File: src/rtl/imm_alu_pkg.sv
package imm_alu_pkg;
  typedef enum logic [1:0] {
    LOP_AND  = 2'd0,
    LOP_XOR  = 2'd1,
    LOP_LOAD = 2'd2,
    LOP_ADD  = 2'd3
  } lop_e;
endpackage

File: src/rtl/imm_sext.sv
module imm_sext #(
  parameter int LIT_W  = 6,
  parameter int DATA_W = 12
) (
  input  logic [LIT_W-1:0]  lit_i,
  output logic [DATA_W-1:0] ext_o
);
  localparam int HI_W = DATA_W - LIT_W;

  // Replicate the literal's top bit into every upper position.
  for (genvar i = 0; i < DATA_W; i++) begin : g_bit
    if (i < LIT_W) begin : g_low
      assign ext_o[i] = lit_i[i];
    end else begin : g_high
      assign ext_o[i] = lit_i[LIT_W-1];
    end
  end

  initial begin
    if (HI_W < 0) $error("literal wider than data path");
  end
endmodule

File: src/rtl/imm_half_logic.sv
module imm_half_logic #(
  parameter int DATA_W = 12,
  parameter int LIT_W  = 6
) (
  input  logic [DATA_W-1:0] acc_i,
  input  logic [LIT_W-1:0]  lit_i,
  input  logic              use_xor_i,
  output logic [DATA_W-1:0] res_o
);
  // Low half is combined bitwise with the literal; the high half passes through.
  for (genvar i = 0; i < DATA_W; i++) begin : g_bit
    if (i < LIT_W) begin : g_op
      assign res_o[i] = use_xor_i ? (acc_i[i] ^ lit_i[i]) : (acc_i[i] & lit_i[i]);
    end else begin : g_keep
      assign res_o[i] = acc_i[i];
    end
  end
endmodule

File: src/rtl/imm_ripple_add.sv
module imm_ripple_add #(
  parameter int DATA_W = 12
) (
  input  logic [DATA_W-1:0] a_i,
  input  logic [DATA_W-1:0] b_i,
  output logic [DATA_W-1:0] sum_o,
  output logic              cout_o,
  output logic              ovf_o
);
  logic [DATA_W:0] c;

  assign c[0] = 1'b0;

  for (genvar i = 0; i < DATA_W; i++) begin : g_fa
    assign sum_o[i] = a_i[i] ^ b_i[i] ^ c[i];
    assign c[i+1]   = (a_i[i] & b_i[i]) | (c[i] & (a_i[i] ^ b_i[i]));
  end

  assign cout_o = c[DATA_W];
  // Sign is wrong when the carry into the top bit disagrees with the carry out.
  assign ovf_o  = c[DATA_W] ^ c[DATA_W-1];
endmodule

File: src/rtl/imm_half_alu.sv
module imm_half_alu
  import imm_alu_pkg::*;
#(
  parameter int DATA_W = 12,
  parameter int LIT_W  = 6
) (
  input  logic              clk,
  input  logic              rst,
  input  logic              vld_i,
  input  logic [1:0]        op_i,
  input  logic [DATA_W-1:0] acc_i,
  input  logic [LIT_W-1:0]  lit_i,
  input  logic              cry_i,
  input  logic              ovf_i,
  output logic [DATA_W-1:0] acc_o,
  output logic              cry_o,
  output logic              ovf_o
);
  lop_e              op;
  logic [DATA_W-1:0] lit_ext;
  logic [DATA_W-1:0] logic_res;
  logic [DATA_W-1:0] add_sum;
  logic              add_cout;
  logic              add_ovf;
  logic [DATA_W-1:0] acc_nxt;
  logic              cry_nxt;
  logic              ovf_nxt;

  assign op = lop_e'(op_i);

  imm_sext #(.LIT_W(LIT_W), .DATA_W(DATA_W)) u_sext (
    .lit_i (lit_i),
    .ext_o (lit_ext)
  );

  imm_half_logic #(.DATA_W(DATA_W), .LIT_W(LIT_W)) u_logic (
    .acc_i     (acc_i),
    .lit_i     (lit_i),
    .use_xor_i (op == LOP_XOR),
    .res_o     (logic_res)
  );

  imm_ripple_add #(.DATA_W(DATA_W)) u_add (
    .a_i    (acc_i),
    .b_i    (lit_ext),
    .sum_o  (add_sum),
    .cout_o (add_cout),
    .ovf_o  (add_ovf)
  );

  always_comb begin
    acc_nxt = logic_res;
    cry_nxt = cry_i;
    ovf_nxt = ovf_i;
    unique case (op)
      LOP_AND, LOP_XOR: acc_nxt = logic_res;
      LOP_LOAD:         acc_nxt = lit_ext;
      LOP_ADD: begin
        acc_nxt = add_sum;
        cry_nxt = cry_i | add_cout;
        ovf_nxt = ovf_i | add_ovf;
      end
      default:          acc_nxt = logic_res;
    endcase
  end

  always_ff @(posedge clk) begin
    if (rst) begin
      acc_o <= '0;
      cry_o <= 1'b0;
      ovf_o <= 1'b0;
    end else if (vld_i) begin
      acc_o <= acc_nxt;
      cry_o <= cry_nxt;
      ovf_o <= ovf_nxt;
    end
  end
endmodule

File: config.mk
export PLATFORM = sky130hd
export DESIGN_NAME = imm_half_alu
export DESIGN_NICKNAME = d
export VERILOG_FILES = /design/src/rtl/imm_alu_pkg.sv /design/src/rtl/imm_sext.sv /design/src/rtl/imm_half_logic.sv /design/src/rtl/imm_ripple_add.sv /design/src/rtl/imm_half_alu.sv
export SDC_FILE = /design/constraint.sdc
export NUM_CORES = 1
export LEC_CHECK = 0
export BUFFER_PORTS_ARGS = -buffer_cell sky130_fd_sc_hd__buf_4
export CORE_MARGIN = 1
export CORE_UTILIZATION = 45
export DETAILED_ROUTE_END_ITERATION = 8
export PLACE_DENSITY = 0.77
export SLEW_MARGIN = 20
export SYNTH_ARGS = -nofsm -noshare
export SYNTH_HDL_FRONTEND = slang
export SYNTH_SLANG_ARGS = --single-unit
File: constraint.sdc
create_clock -name clk -period 6.79 [get_ports clk]
set_clock_uncertainty 0.05 [all_clocks]
set_input_delay 1.0185 -clock clk [delete_from_list [all_inputs] [get_ports clk]]
set_output_delay 1.0185 -clock clk [all_outputs]
set_load 0.02 [all_outputs]
### Word level (Yosys, flattened, before mapping)

Cells that the tools add are included.

* bits in registers: 14
* input port bits: 25
* output and inout bits: 14
* logic and storage cells: 77

* equal/unequal tests: 3
* muxes and demuxes: 9
* bitwise gates (word level): 60
* reduce and logical (&&, ||, !) cells: 2

Operators by type and width (count)
* one-hot mux 12 bit (3 select lines): 1
* bitwise XOR 1 bit: 24
* bitwise AND 1 bit: 23
* bitwise OR 1 bit: 13
* two-way mux 1 bit: 8
* equality test 2 bit, second input constant: 2
* equality test 2 x 1 -> 1 bit, second input constant: 1
* logical NOT 2 bit: 1
* OR reduction 2 bit: 1

### Logic depth before layout (Yosys ltp)

* depth in word-level cells: 26
* depth in mapped cells: 19
* mapped depth without buffers: 19

### Hierarchy

A second synthesis with hierarchy kept.

* cell total of the unflattened synthesis: 133
* area, all modules: 1541.5 µm²

By module, submodules not included
* imm_half_alu: times used 1, cells each 79, area each 950.9 µm², seq. area each 280.3 µm²
* imm_ripple_add: times used 1, cells each 23, area each 279.0 µm², seq. area each 0.0 µm²
* imm_half_logic: times used 1, cells each 19, area each 221.5 µm², seq. area each 0.0 µm²
* imm_sext: times used 1, cells each 12, area each 90.1 µm², seq. area each 0.0 µm²

### Least setup slack after synthesis

OpenSTA, ideal clock, no wires.

* kind: input -> register
* start: in acc_i[0]
* end: reg acc_o[11]
* library setup time: 134 ps
* data arrival time: 5470 ps
* required time: 6606 ps
* path slack: 1135 ps
* stages: 18
* buffers on the path: 0
* path through: ha_1 inv_1 fa_1 fa_1 fa_1 fa_1 fa_1 fa_1 inv_1 fa_1 inv_1 fa_1 fa_1 fa_1 inv_1 fa_1 nand3_1 a311oi_1

* word-level cells in the longest chain between the ends: 23

RTL lines
* start: declaration: line imm_half_alu.sv:11 `input logic [DATA_W-1:0] acc_i,`
* bitwise AND 1 bit (2 in a row): line imm_ripple_add.sv:16 `assign c[i+1] = (a_i[i] & b_i[i]) | (c[i] & (a_i[i] ^ b_i[i]));`
* bitwise OR 1 bit: line imm_ripple_add.sv:16
* bitwise AND 1 bit: line imm_ripple_add.sv:16
* bitwise OR 1 bit: line imm_ripple_add.sv:16
* bitwise AND 1 bit: line imm_ripple_add.sv:16
* bitwise OR 1 bit: line imm_ripple_add.sv:16
* bitwise AND 1 bit: line imm_ripple_add.sv:16
* bitwise OR 1 bit: line imm_ripple_add.sv:16
* [... 6 more ...]
* bitwise AND 1 bit: line imm_ripple_add.sv:16
* bitwise OR 1 bit: line imm_ripple_add.sv:16
* bitwise AND 1 bit: line imm_ripple_add.sv:16
* bitwise OR 1 bit: line imm_ripple_add.sv:16
* bitwise AND 1 bit: line imm_ripple_add.sv:16
* bitwise OR 1 bit: line imm_ripple_add.sv:16
* bitwise XOR 1 bit: line imm_ripple_add.sv:15 `assign sum_o[i] = a_i[i] ^ b_i[i] ^ c[i];`
* one-hot mux 12 bit (3 select lines): line imm_half_alu.sv:55 `unique case (op)`
* end signal: assignment: line imm_half_alu.sv:73 `acc_o <= acc_nxt;`
* end: declaration: line imm_half_alu.sv:15 `output logic [DATA_W-1:0] acc_o,`

No other way between the ends.
A chain may end at the register's enable or synchronous reset.

### Worst setup path after layout

* start: in acc_i[0]
* end: reg ovf_o

* word-level cells in the longest chain between the ends: 26

RTL lines
* bitwise AND 1 bit * (2 in a row): line imm_ripple_add.sv:16
* bitwise OR 1 bit *: line imm_ripple_add.sv:16
* bitwise AND 1 bit *: line imm_ripple_add.sv:16
* bitwise OR 1 bit *: line imm_ripple_add.sv:16
* bitwise AND 1 bit *: line imm_ripple_add.sv:16
* bitwise OR 1 bit *: line imm_ripple_add.sv:16
* bitwise AND 1 bit *: line imm_ripple_add.sv:16
* bitwise OR 1 bit *: line imm_ripple_add.sv:16
* [... 9 more ...]
* bitwise OR 1 bit *: line imm_ripple_add.sv:16
* bitwise AND 1 bit *: line imm_ripple_add.sv:16
* bitwise OR 1 bit *: line imm_ripple_add.sv:16
* bitwise AND 1 bit: line imm_ripple_add.sv:16
* bitwise OR 1 bit: line imm_ripple_add.sv:16
* bitwise XOR 1 bit *: line imm_ripple_add.sv:21 `assign ovf_o = c[DATA_W] ^ c[DATA_W-1];`
* bitwise OR 1 bit *: line imm_half_alu.sv:61 `ovf_nxt = ovf_i | add_ovf;`
* two-way mux 1 bit *: line imm_half_alu.sv:55
* end signal: assignment: line imm_half_alu.sv:75 `ovf_o <= ovf_nxt;`
* end: declaration: line imm_half_alu.sv:17 `output logic ovf_o`

Every way passes the cells marked *; elsewhere a longest branch is shown, timed or not.

==> reports/summary.txt <==
DR WL/cell: 12.85 microns
fillcell total: 193
cts hold-fix bufs: 0
Cell variety after synth: 29
fin crit period: 5665 ps
CTS tree: built
Arr. time, crit path: 5820 ps
gr usage total: 19.75%
R2R setup slack: 5920 ps
vias in the first global route: 948
H-Tree Depth: 1
Post CTS Setup Buffer Count: 0
Worst Setup End Kind: flip-flop
RD Place Congestion: 0.7724
vias per std cell: 5.328
most used cell, CP: fa_1
Ant. Diodes: 0
CTS max path bufs: 2
Slew @ Worst Pin: 316.1 ps
crit start category: input port
drt drc: 0
fin. max-slew vios: 0
Leak: 0.0006960 uW
Root Driver: clkbuf_4
post-route ant nets: 0
TritonCTS Buffers: 3
die area: 2724 sq um
max cap viols: 0
initial core utilization: 49.35%
HP Class: flip-flop to flip-flop
Pre-Repair DR Iteration Count: 4
CP Data Required Time: 6940 ps
peak supply drop: 0.08596 mV
clk sinks: 14
row count: 17
Reg2Reg Capture Point: acc_o[1]
IO Count: 39
Area after DPL: 1413 sq um
final number of setup-violating endpoints: 0
critical path, cell by cell: buf_4, ha_1, inv_1, fa_1, fa_1, fa_1, fa_1, fa_1, fa_1, inv_1, fa_1, inv_1, fa_1, fa_1, fa_1, inv_1, fa_1, xnor2_1, a31oi_1, a211oi_1
Final Cell Area: 1449 sq um
first-pass GRT wire length: 3.960 mm
unrepaired setup endpoints after global routing: false
post-synth net total: 163
Syn. warnings: 0
PostCTS Resize Cnt: 0
reg2reg path depth: 2
hold_ws: 427.6 ps
crit-path leading delay family: adder cells
slowest CP cell: fa_1
Hold Path Sink: acc_o[0]
IO Port Bufs: 38
Worst-path clk slew: 90 ps
relative slew slack: 78.91%
grt total ovfl: 0
Post-Syn Area: 1134 sq um
cells after synthesis: 121
sequential element share of the synthesized area: 24.72%
hpwl dp: 1.791 mm
Layout Nets: 198
final core utilization: 63.07%
share of layout cells above drive strength 1: 32.26%
Clock Latency Late Sink: 280 ps
largest net degree at the start of global routing: 24
DR iter-0 viols: 12
setup_tns: 0 ps
Power Dens Cells: 165.2 nW/um^2
f_max: 176.5 MHz
antenna violations before repair: 0
fin crit share: 83.43%
hold path depth: 2
Seq cells post-synth: 14
CP max stage delay: 430 ps
die span in y: 52.19 microns
CP Class: input port to flip-flop
Worst Path Max Fanout: 2
Core Region: 2297 sq um
Via Count: 975
hold_sp: acc_o[0]
Area growth syn-to-layout: 27.81%
Tot Pwr: 239.4 uW
RR Startpoint: acc_o[1]
Die Width: 52.19 microns
Worst Path Buf+Inv: 5
syn avg cell area: 9.368 sq um
Final Hold Fails: 0
final wirelength: 2.352 mm
status: complete, no violations
==> logic make-up after synthesis <==
family | count (synthesis) | share of synthesized area, %
adder cells (fa/ha/maj) | 17 | 26.05
XOR/XNOR | 1 | 0.7728
AO/OA/AOI/OAI | 20 | 14.79
multiplexers | 7 | 9.823
buffers and inverters | 33 | 11.92
flip-flops | 14 | 24.72
AND/OR/NAND/NOR | 29 | 11.92
==> sequential cells by signal, indices dropped and copies added, names as in the netlist <==
signal  cells
acc_o      12
ovf_o       1
cry_o       1
==> power breakdown <==
group | switching [uW] | internal (uW)
combinational | 42.6 | 42.5
sequential | 3.65 | 88.8
clock | 29.3 | 32.6
total | 75.5 | 164
==> Yosys cell counts (all sizes together) <==
library cell  instances  area [sq um]
inv                  25         93.84
dfxtp                14         280.3
nor2                 13         48.80
fa                   11         220.2
a211oi                7         62.56
nand2                 7         26.28
ha                    6         75.07
a311oi                5         43.79
buf                   5         30.02
clkbuf                3         11.26
mux2                  3         33.78
mux4                  3         67.56
nand3b                3         22.52
a2bb2oi               2         17.52
a31oi                 2         12.51
nand2b                2         12.51
nand3                 2         10.01
nor3b                 2         15.01
a21oi                 1         5.000
a221o                 1         10.01
mux2i                 1         10.01
o211ai                1         7.510
o31a                  1         8.760
xnor2                 1         8.760
==> metrics by stage <==
step | std cells | setup WS, ps
2_1_floorplan | 121 | 1135
3_3_place_gp | 179 | 900.9
3_5_place_dp | 179 | 828.6
4_1_cts | 183 | 1115
5_1_grt | 183 | 894.2
6_report | 183 | 1125
==> per-layer routing <==
metal  share of wire (%)  vias to the layer above  track usage [%]
met5                   0                        -                0
li1                    -                      470                -
met2                  52                       29            34.62
met1                  44                      474            24.77
met3                 3.5                        2            2.609
met4                0.30                        0            7.018
==> area by class of cell <==
cell class              instances  area, sq um  area share, %
multi-input cells              74        718.2          49.57
repair buffers                 38        285.3          19.69
flip-flops and latches         14        280.3          19.34
inverters                      25        93.84          6.477
clock buffers                   4        36.28          2.504
well taps                      28        35.03          2.418
==> worst max-delay path by stage <==
stage | start | slack (ps) | endpoint | depth (start not counted)
3_5_place_dp | acc_i[0] | 830 | ovf_o | 20
5_1_grt | acc_i[0] | 890 | ovf_o | 20
6_report | acc_i[0] | 1130 | ovf_o | 20
4_1_cts | acc_i[0] | 1120 | ovf_o | 20
3_3_place_gp | acc_i[0] | 900 | ovf_o | 20
2_1_floorplan | acc_i[0] | 1140 | acc_o[11] | 18
==> cell usage in the layout (no fill, tap or decap), types with 2 or more instances in the layout <==
cell type / n
ha_1: 6
dfxtp_1: 14
a211oi_1: 5
mux4_2: 3
inv_1: 24
mux2_2: 2
a311oi_1: 5
nand3b_1: 3
clkbuf_4: 3
nand2_1: 7
a2bb2oi_1: 2
nor2_1: 13
nand2b_1: 2
nor3b_1: 2
buf_4: 38
nand3_1: 2
a31oi_1: 2
a211oi_2: 2
fa_1: 11
==> worst register-to-register path, delay by kind of cell, from the launching register on <==
| kind | cells | cell delay (ps) |
|---|---|---|
| AO/OA/AOI/OAI | 1 | 260 |
| flip-flops | 1 | 320 |
| AND/OR/NAND/NOR | 1 | 130 |
Note: power is estimated with default switching activity, not from simulation.
